[src/rtl/uart_csr_front.sv]
module uart_csr_front #(
  parameter int DEPTH  = 16,
  parameter int DATA_W = 8,
  parameter int ADDR_W = 8,
  parameter int BUS_W  = 32
) (
  input  logic                          clk,
  input  logic                          rst_n,
  input  logic                          req_valid,
  input  logic                          req_write,
  input  logic [ADDR_W-1:0]             req_addr,
  input  logic [BUS_W-1:0]              req_wdata,
  output logic [BUS_W-1:0]              rd_data,
  output logic                          tx_push,
  output logic [DATA_W-1:0]             tx_push_data,
  input  logic [$clog2(DEPTH+1)-1:0]    tx_level,
  output logic                          rx_pop,
  input  logic [DATA_W-1:0]             rx_pop_data,
  input  logic [$clog2(DEPTH+1)-1:0]    rx_level,
  input  logic                          tx_active,
  input  logic                          err_frame,
  input  logic                          err_parity,
  input  logic                          err_break,
  input  logic                          err_overrun,
  input  logic                          rx_timeout,
  input  logic                          cts_in,
  output logic [6:0]                    cfg_line,
  output logic [7:0]                    cfg_ctrl,
  output logic [15:0]                   cfg_divisor,
  output logic [7:0]                    cfg_flow,
  output logic [$clog2(DEPTH+1)-1:0]    cfg_rx_thresh,
  output logic [$clog2(DEPTH+1)-1:0]    cfg_tx_thresh,
  output logic                          irq
);
  localparam int LVL_W = $clog2(DEPTH+1);
  localparam logic [LVL_W-1:0] FULL_LVL = LVL_W'(DEPTH);
  localparam logic [ADDR_W-1:0] A_DATA = ADDR_W'(8'h00);
  localparam logic [ADDR_W-1:0] A_STAT = ADDR_W'(8'h04);
  localparam logic [ADDR_W-1:0] A_LINE = ADDR_W'(8'h08);
  localparam logic [ADDR_W-1:0] A_DIVH = ADDR_W'(8'h0C);
  localparam logic [ADDR_W-1:0] A_DIVL = ADDR_W'(8'h10);
  localparam logic [ADDR_W-1:0] A_CTRL = ADDR_W'(8'h14);
  localparam logic [ADDR_W-1:0] A_FLAG = ADDR_W'(8'h18);
  localparam logic [ADDR_W-1:0] A_PEND = ADDR_W'(8'h1C);
  localparam logic [ADDR_W-1:0] A_FLOW = ADDR_W'(8'h24);
  localparam logic [ADDR_W-1:0] A_RXTH = ADDR_W'(8'h38);
  localparam logic [ADDR_W-1:0] A_TXTH = ADDR_W'(8'h3C);
  localparam logic [7:0] CTRL_MASK = 8'hF9;

  logic             wr, rd;
  logic [6:0]       line_q;
  logic [7:0]       ctrl_q, divh_q, divl_q, flow_q;
  logic [LVL_W-1:0] rxth_q, txth_q;
  logic [3:0]       stat_q, stat_set;
  logic [3:0]       pend_q, pend_set;
  logic             cts_m, cts_s, cts_d;
  logic [7:0]       flags;

  assign wr = req_valid & req_write;
  assign rd = req_valid & ~req_write;

  assign tx_push      = wr && req_addr == A_DATA && tx_level != FULL_LVL;
  assign tx_push_data = req_wdata[DATA_W-1:0];
  assign rx_pop       = rd && req_addr == A_DATA && rx_level != '0;

  always_ff @(posedge clk) begin
    if (!rst_n) begin
      line_q <= '0;
      ctrl_q <= '0;
      divh_q <= '0;
      divl_q <= '0;
      flow_q <= '0;
      rxth_q <= '0;
      txth_q <= '0;
    end else if (wr) begin
      case (req_addr)
        A_LINE: line_q <= req_wdata[6:0];
        A_CTRL: ctrl_q <= req_wdata[7:0] & CTRL_MASK;
        A_DIVH: divh_q <= req_wdata[7:0];
        A_DIVL: divl_q <= req_wdata[7:0];
        A_FLOW: flow_q <= req_wdata[7:0];
        A_RXTH: rxth_q <= req_wdata[LVL_W-1:0];
        A_TXTH: txth_q <= req_wdata[LVL_W-1:0];
        default: ;
      endcase
    end
  end

  assign stat_set = {err_overrun, err_break, err_parity, err_frame};

  always_ff @(posedge clk) begin
    if (!rst_n)                        stat_q <= '0;
    else if (wr && req_addr == A_STAT) stat_q <= stat_set;
    else                               stat_q <= stat_q | stat_set;
  end

  always_ff @(posedge clk) begin
    if (!rst_n) begin
      cts_m <= 1'b0;
      cts_s <= 1'b0;
      cts_d <= 1'b0;
    end else begin
      cts_m <= cts_in;
      cts_s <= cts_m;
      cts_d <= cts_s;
    end
  end

  assign pend_set[0] = ctrl_q[3] & (cts_s ^ cts_d);
  assign pend_set[1] = ctrl_q[4] & (rx_level >= rxth_q);
  assign pend_set[2] = ctrl_q[5] & (tx_level <= txth_q);
  assign pend_set[3] = ctrl_q[6] & rx_timeout;

  always_ff @(posedge clk) begin
    if (!rst_n)                        pend_q <= '0;
    else if (wr && req_addr == A_PEND) pend_q <= '0;
    else                               pend_q <= pend_q | pend_set;
  end

  assign irq = |pend_q;

  assign flags = {tx_level == '0, rx_level == FULL_LVL, tx_level == FULL_LVL,
                  rx_level == '0, (tx_level != '0) | tx_active, 2'b00, cts_s};

  always_comb begin
    rd_data = '0;
    if (rd) begin
      case (req_addr)
        A_DATA: if (rx_level != '0) rd_data[DATA_W-1:0] = rx_pop_data;
        A_STAT: rd_data[3:0]       = stat_q;
        A_LINE: rd_data[6:0]       = line_q;
        A_DIVH: rd_data[7:0]       = divh_q;
        A_DIVL: rd_data[7:0]       = divl_q;
        A_CTRL: rd_data[7:0]       = ctrl_q;
        A_FLAG: rd_data[7:0]       = flags;
        A_PEND: rd_data[3:0]       = pend_q;
        A_FLOW: rd_data[7:0]       = flow_q;
        A_RXTH: rd_data[LVL_W-1:0] = rxth_q;
        A_TXTH: rd_data[LVL_W-1:0] = txth_q;
        default: ;
      endcase
    end
  end

  assign cfg_line      = line_q;
  assign cfg_ctrl      = ctrl_q;
  assign cfg_divisor   = {divh_q, divl_q};
  assign cfg_flow      = flow_q;
  assign cfg_rx_thresh = rxth_q;
  assign cfg_tx_thresh = txth_q;

  assert_push_not_full_R2: assert property (@(posedge clk) disable iff (!rst_n)
    tx_push |-> tx_level != FULL_LVL);

  assert_pop_not_empty_R3: assert property (@(posedge clk) disable iff (!rst_n)
    rx_pop |-> rx_level != '0);

  assert_status_clear_R6: assert property (@(posedge clk) disable iff (!rst_n)
    (wr && req_addr == A_STAT && stat_set == '0) |=> stat_q == '0);

  assert_rx_pend_gated_R7: assert property (@(posedge clk) disable iff (!rst_n)
    $rose(pend_q[1]) |-> $past(ctrl_q[4]));

  assert_tx_pend_gated_R8: assert property (@(posedge clk) disable iff (!rst_n)
    $rose(pend_q[2]) |-> $past(ctrl_q[5]));

  assert_pend_clear_R11: assert property (@(posedge clk) disable iff (!rst_n)
    (wr && req_addr == A_PEND && ctrl_q[6:3] == 4'b0) |=> pend_q == '0);
endmodule

[config.mk]
export PLATFORM = sky130hd
export DESIGN_NAME = uart_csr_front
export DESIGN_NICKNAME = d
export VERILOG_FILES = /design/src/rtl/uart_csr_front.sv
export SDC_FILE = /design/constraint.sdc
export NUM_CORES = 1
export LEC_CHECK = 0
export ABC_CLOCK_PERIOD_IN_PS = 3600
export CAP_MARGIN = 20
export CORE_UTILIZATION = 47
export CTS_BUF_LIST = sky130_fd_sc_hd__clkbuf_4 sky130_fd_sc_hd__clkbuf_8
export CTS_CLUSTER_SIZE = 40
export DETAILED_ROUTE_END_ITERATION = 12
export PLACE_DENSITY = 0.89
export SYNTH_ARGS = -nofsm -noshare
export SYNTH_HDL_FRONTEND = slang
export SYNTH_SLANG_ARGS = --single-unit
export TNS_END_PERCENT = 5
[constraint.sdc]
create_clock -name clk -period 3.6 [get_ports clk]
set_input_delay 0.72 -clock clk [delete_from_list [all_inputs] [get_ports clk]]
set_output_delay 0.72 -clock clk [all_outputs]
set_load 0.005 [all_outputs]
==> results of run 1 <==
state kept, by name, indices dropped and copies added (netlist names):
register,count
cfg_tx_thresh,5
divh_q,8
cts_s,1
stat_q,4
cfg_line,7
cfg_ctrl,6
divl_q,8
cts_m,1
pend_q,4
cts_d,1
cfg_flow,8
cfg_rx_thresh,5
stage by stage:
step	instances	worst slack [ns]
floorplan	453	0.860
global placement	652	-0.167
detailed placement	652	-0.194
CTS	668	-0.0437
global route	668	-0.180
finish	668	-0.0933
cells in the mapped netlist, drive strengths merged (2+ instances only):
| library cell | number | area, um^2 |
|---|---|---|
| a211o | 2 | 17.5 |
| a211oi | 2 | 15.0 |
| a21boi | 34 | 255 |
| a21o | 4 | 30.0 |
| a21oi | 15 | 75.1 |
| a221oi | 4 | 35.0 |
| a222oi | 2 | 20.0 |
| a22o | 4 | 35.0 |
| a22oi | 6 | 45.0 |
| a311oi | 2 | 17.5 |
| a31oi | 3 | 18.8 |
| a32o | 4 | 40.0 |
| a32oi | 3 | 26.3 |
| and2 | 9 | 58.8 |
| and3 | 4 | 25.0 |
| and4 | 2 | 17.5 |
| and4bb | 2 | 25.0 |
| buf | 44 | 314 |
| clkbuf | 17 | 63.8 |
| dfxtp | 58 | 1160 |
| ha | 10 | 125 |
| inv | 12 | 45.0 |
| mux2 | 3 | 33.8 |
| mux2i | 18 | 180 |
| nand2 | 59 | 221 |
| nand2b | 9 | 56.3 |
| nand3 | 30 | 150 |
| nand4 | 2 | 12.5 |
| nor2 | 18 | 67.6 |
| nor2b | 20 | 125 |
| nor4 | 5 | 37.5 |
| nor4b | 2 | 47.6 |
| o21ai | 4 | 20.0 |
per-layer routing:
| metal | track usage (%) | up-vias | part of all wire [%] |
|---|---|---|---|
| li1 | - | 1725 | - |
| met1 | 41.4 | 1802 | 38 |
| met5 | 0 | - | 0 |
| met2 | 54.1 | 315 | 47 |
| met4 | 18.6 | 0 | 4.5 |
| met3 | 6.72 | 65 | 11 |
cell type report:
| type | instances | area, um^2 |
|---|---|---|
| clock inverter | 5 | 100 |
| clock buffer | 11 | 151 |
| multi-input combinational | 322 | 2120 |
| timing repair buffer | 161 | 1500 |
| inverter | 12 | 45.0 |
| fill | 583 | 2060 |
| tap | 99 | 124 |
| sequential | 58 | 1160 |
worst max-delay path, cell delays in order:
cell and delay [ns]:
clkdlybuf4s50_1 0.49, buf_4 0.20, nor2_2 0.17, and2_4 0.19
or4b_4 0.48, a31oi_2 0.19, clkdlybuf4s50_1 0.53
where the power goes:
group	switching, mW	internal, mW	total [mW]	leakage, nW
combinational	0.102	0.107	0.208	1.41
sequential	0.00315	0.646	0.650	0.469
clock	0.278	0.495	0.773	0.129
total	0.382	1.25	1.63	2.01
logic make-up (layout without fill, tap and decap cells):
logic type / Yosys count / in the layout / synth area share, %
AND/OR/NAND/NOR: 168 / 168 / 25.1
AO/OA/AOI/OAI: 95 / 95 / 19.7
buffers and inverters: 73 / 189 / 11.9
flip-flops: 58 / 58 / 32.8
multiplexers: 22 / 22 / 6.67
adder cells (fa/ha/maj): 10 / 10 / 3.53
other: 1 / 26 / 0.106
XOR/XNOR: 1 / 1 / 0.247
path summary, 6_finish.rpt:
check	start	to	slack, ns	cells after the start
setup / recovery	req_addr[0]	rd_data[3]	-0.09	7
hold / removal	cts_m	cts_s	0.43	1
setup reg to reg	cfg_tx_thresh[2]	pend_q[2]	1.91	7
hold reg to reg	cts_m	cts_s	0.43	1
what timing repair did:
action | CTS | global route
endpoints found under the setup margin | 8 | 8
pin swaps | 4 | 3
gates cloned | 0 | 0
resized for setup | 14 | 9
==> impl_metrics.csv, run 1 <==
group,metric,value,unit
critical_path,arrival,2.97,ns
routing,wl,12800,um
global_routing,grt_antenna_before_repair,0,
synthesis,syn_area,3540,um^2
cells_and_area,area_growth,46.6,%
critical_path,critPathLaunchType,"input pin",
cells_and_area,drive_above_1_share,15.6,%
timing,report.final.slew_viol_count,0,
routing,drtAntennaViolNets,0,
floorplan,dieHeight,88.8,um
routing,vias_per_cell,5.85,
clock_network,post_cts_buffers,0,
timing,worst_slack,-0.0933,ns
clock_network,cts.sinks,58,
routing,first_pass_iters,5,
global_routing,grt_util_all_layers,33.4,%
global_routing,grt_pass1_wl,19100,um
synthesis,async_flop_share,0,%
floorplan,die_area,7890,um^2
status,outcome,"finished with violations",
timing,finalSetupTns,-0.263,ns
critical_path,crit_type,"in -> out",
critical_path,end_kind,"output pin",
place,port_buffers,110,
flow_run,drv_cap,0,
timing,holdWs,0.433,ns
synthesis,synth_seq_cells,58,
timing,hold_viol,0,
clock_network,insertion_delay,0.35,ns
synthesis,syn-mean-instance-area,8.28,um^2
clock_network,clockBufferDepth,2,
timing,setup_viol,4,
power_and_ir_drop,power_density,314,nW/um^2
timing,worstMarginPinSlew,0.524,ns
power_and_ir_drop,ir_drop,0.220,mV
timing,period_share,103,%
place,gp_congestion,0.996,
floorplan,chipWidth,88.8,um
status,violations,"negative setup slack",
power_and_ir_drop,p_total,1.63,mW
place,place_area,4880,um^2
routing,drc,0,
timing,slew-limit-headroom,64.9,%
timing,rsz0062_at_grt,"yes",
cells_and_area,final_common_cell,"clkdlybuf4s50_1",
routing,initialDrtViolationCount,470,
global_routing,first_global_vias,3748,
timing,skew,0.00794,ns
routing,vias,3907,
clock_network,postCtsHoldBufs,0,
synthesis,syn-instance-count,428,
critical_path,crit_fanout,3,
global_routing,grt_remaining_overflow,0,
cells_and_area,layout.nets,643,
synthesis,ys_warn_count,0,
clock_network,htreeDepth,3,
worst_hold_path,hp-class,"reg -> reg",
clock_network,cts_buffers,9,
clock_network,path_clk_slew,0.07,ns
place,place_hpwl,9230,um
cells_and_area,mostFrequentLayoutCells,"clkdlybuf4s50_1, nand2_1, dfxtp_1",
synthesis,synth_cell_types,52,
clock_network,cts_tree,"built",
timing,min_period,3.69,ns
routing,wire_per_inst,19.2,um
floorplan,core_area,7250,um^2
floorplan,num_rows,31,
cells_and_area,antennaDiodeCount,0,
cells_and_area,design_area,5190,um^2
synthesis,synth_flop_cell,"dfxtp_1",
synthesis,synth-seq-area-share,32.8,%
critical_path,required,2.88,ns
synthesis,synth_edf_count,0,
global_routing,grt_max_degree,56,
clock_network,clk_root_buffer_cell,"clkbuf_8",
cells_and_area,utilization,71.6,%
timing,timing.fmax,0.271,GHz
floorplan,initial_core_util,48.9,%
floorplan,ios,161,
power_and_ir_drop,leakage,2.01,nW
Note: power is estimated with default switching activity, not from simulation.
==> inputs of run 2 (changes only) <==
--- a/config.mk
+++ b/config.mk
@@ -5,13 +5,13 @@
 export SDC_FILE = /design/constraint.sdc
 export NUM_CORES = 1
 export LEC_CHECK = 0
-export ABC_CLOCK_PERIOD_IN_PS = 3600
+export ABC_CLOCK_PERIOD_IN_PS = 3400
 export CAP_MARGIN = 20
-export CORE_UTILIZATION = 47
+export CORE_UTILIZATION = 43
 export CTS_BUF_LIST = sky130_fd_sc_hd__clkbuf_4 sky130_fd_sc_hd__clkbuf_8
 export CTS_CLUSTER_SIZE = 40
 export DETAILED_ROUTE_END_ITERATION = 12
-export PLACE_DENSITY = 0.89
+export PLACE_DENSITY = 0.83
 export SYNTH_ARGS = -nofsm -noshare
 export SYNTH_HDL_FRONTEND = slang
 export SYNTH_SLANG_ARGS = --single-unit
==> constraint.sdc (replaced) <==
create_clock -name clk -period 3.4 [get_ports clk]
set_input_delay 0.68 -clock clk [delete_from_list [all_inputs] [get_ports clk]]
set_output_delay 0.68 -clock clk [all_outputs]
set_load 0.005 [all_outputs]
==> impl_metrics.csv, run 2 (synthesized netlist as in run 1, its figures left out) <==
group,metric,value,unit
floorplan,num_rows,32,
place,place_area,4850,um^2
timing,slew-limit-headroom,66.4,%
status,violations,"negative setup slack",
floorplan,die_area,8610,um^2
global_routing,first_global_vias,3556,
critical_path,path_cells,"clkdlybuf4s50_1 -> nor4_2 -> buf_4 -> and2_1 -> buf_4 -> a32o_1 -> a221oi_2 -> a21oi_1 -> clkdlybuf4s50_1",
global_routing,grt_util_met3,7.39,%
routing,vias_per_cell,5.67,
cells_and_area,layout.nets,638,
cells_and_area,mostFrequentLayoutCells,"clkdlybuf4s50_1, nand2_1, dfxtp_1",
timing,skew,0.0123,ns
critical_path,end_kind,"output pin",
cells_and_area,antennaDiodeCount,0,
power_and_ir_drop,leakage,1.97,nW
routing,initialDrtViolationCount,251,
floorplan,chipWidth,92.8,um
clock_network,post_cts_buffers,0,
routing,wire_per_inst,18.4,um
power_and_ir_drop,power_density,300,nW/um^2
place,gp_congestion,0.947,
clock_network,clk_root_buffer_cell,"clkbuf_8",
timing,holdWs,0.437,ns
status,outcome,"finished with violations",
clock_network,htreeDepth,3,
clock_network,clockBufferDepth,2,
cells_and_area,final_common_cell,"clkdlybuf4s50_1",
power_and_ir_drop,ir_drop,0.267,mV
critical_path,slowest_stage,"clkdlybuf4s50_1",
flow_run,drv_cap,0,
critical_path,rr_endpoint,"pend_q[2]",
timing,min_period,3.54,ns
critical_path,reg2reg_setup_slack,1.65,ns
critical_path,crit_fanout,5,
clock_network,cts_tree,"built",
timing,worstMarginPinSlew,0.503,ns
routing,first_pass_iters,5,
worst_hold_path,min_from,"cts_m",
floorplan,dieHeight,92.8,um
global_routing,grt_remaining_overflow,0,
place,place_hpwl,9090,um
timing,finalSetupTns,-0.435,ns
clock_network,path_clk_slew,0.06,ns
global_routing,busiest_layer,"met2",
power_and_ir_drop,p_total,1.53,mW
clock_network,cts_buffers,9,
floorplan,ios,161,
timing,rsz0062_at_grt,"yes",
routing,vias,3770,
critical_path,crit_type,"in -> out",
timing,hold_viol,0,
routing,drtAntennaViolNets,0,
critical_path,required,2.72,ns
place,place_worst_setup_slack,-0.342,ns
critical_path,reg2reg_depth,7,
floorplan,core_area,7850,um^2
critical_path,arrival,2.86,ns
cells_and_area,design_area,5110,um^2
place,port_buffers,110,
worst_hold_path,whs_path_depth,1,
floorplan,initial_core_util,45.2,%
global_routing,use_met2,44.9,%
global_routing,grt_max_degree,56,
global_routing,grt_antenna_before_repair,0,
timing,timing.fmax,0.283,GHz
timing,setup_viol,4,
routing,wl,12200,um
worst_hold_path,worstHoldEndpoint,"cts_s",
timing,report.final.slew_viol_count,0,
timing,worst_slack,-0.136,ns
global_routing,groute.layer.met1.usage,35.9,%
cells_and_area,area_growth,44.1,%
clock_network,cts.sinks,58,
critical_path,critPathLaunchType,"input pin",
routing,drc,0,
cells_and_area,drive_above_1_share,13.9,%
timing,period_share,104,%
critical_path,max_stage_delay,0.50,ns
worst_hold_path,hp-class,"reg -> reg",
critical_path,reg2reg_from,"cfg_tx_thresh[2]",
clock_network,insertion_delay,0.34,ns
global_routing,grt_util_all_layers,29.0,%
global_routing,grt_pass1_wl,18900,um
==> run 2: cell types whose count changed in the layout (fill, tap and decap cells not counted), moves of 2 or more <==
cell / previous run / this run
buf_4: 50 / 43
buf_6: 0 / 2
dlygate4sd2_1: 6 / 4
nor2_1: 16 / 18
clkbuf_4: 0 / 2
bufinv_16: 3 / 1
and3_4: 0 / 2
nor2_2: 2 / 0
dlymetal6s2s_1: 3 / 5
==> run 2: final cells by class <==
type	instances	area (um^2)
fill	634	2740
multi-input combinational	322	2110
timing repair buffer	156	1470
sequential	58	1160
clock buffer	12	153
tap	102	128
inverter	12	45.0
clock inverter	3	40.0
==> run 2: worst max-delay path by stage <==
| stage | from | end |
|---|---|---|
| floorplan | req_addr[5] | rd_data[3] |
| global placement | rx_level[0] | rd_data[2] |
| detailed placement | rx_level[0] | rd_data[7] |
| CTS | req_addr[5] | rd_data[3] |
| global route | req_addr[1] | rd_data[3] |
| finish | req_addr[0] | rd_data[7] |
==> run 2: stage by stage <==
stage,utilization [%],instances
4_1_cts,64.6,665
6_report,65.1,665
2_1_floorplan,-,453
3_5_place_dp,61.8,650
3_3_place_gp,61.8,650
5_1_grt,65.1,665
==> run 2: critical path: cells and delay by family <==
family / cells / cell delay [ns]
compound gates: 3 / 0.64
buf+inv: 4 / 1.29
simple gates: 2 / 0.25
==> run 2: power by group <==
part           switching (mW)  internal (mW)
clock network           0.263          0.368
logic                   0.104          0.111
registers             0.00337          0.685
total                   0.370           1.16
==> run 2: repair_timing <==
| action | in CTS | in global routing |
|---|---|---|
| setup endpoints to repair | 9 | 9 |
| pin swaps | 2 | 6 |
| resized for setup | 13 | 9 |
| hold endpoints to repair | 0 | 0 |
| hold buffers | 0 | 0 |
==> run 2: metal layers <==
layer  wire (um)  part of all wire (%)
met1        4870                    40
met5           0                     0
met3        1160                   9.5
met4         653                   5.3
met2        5550                    45
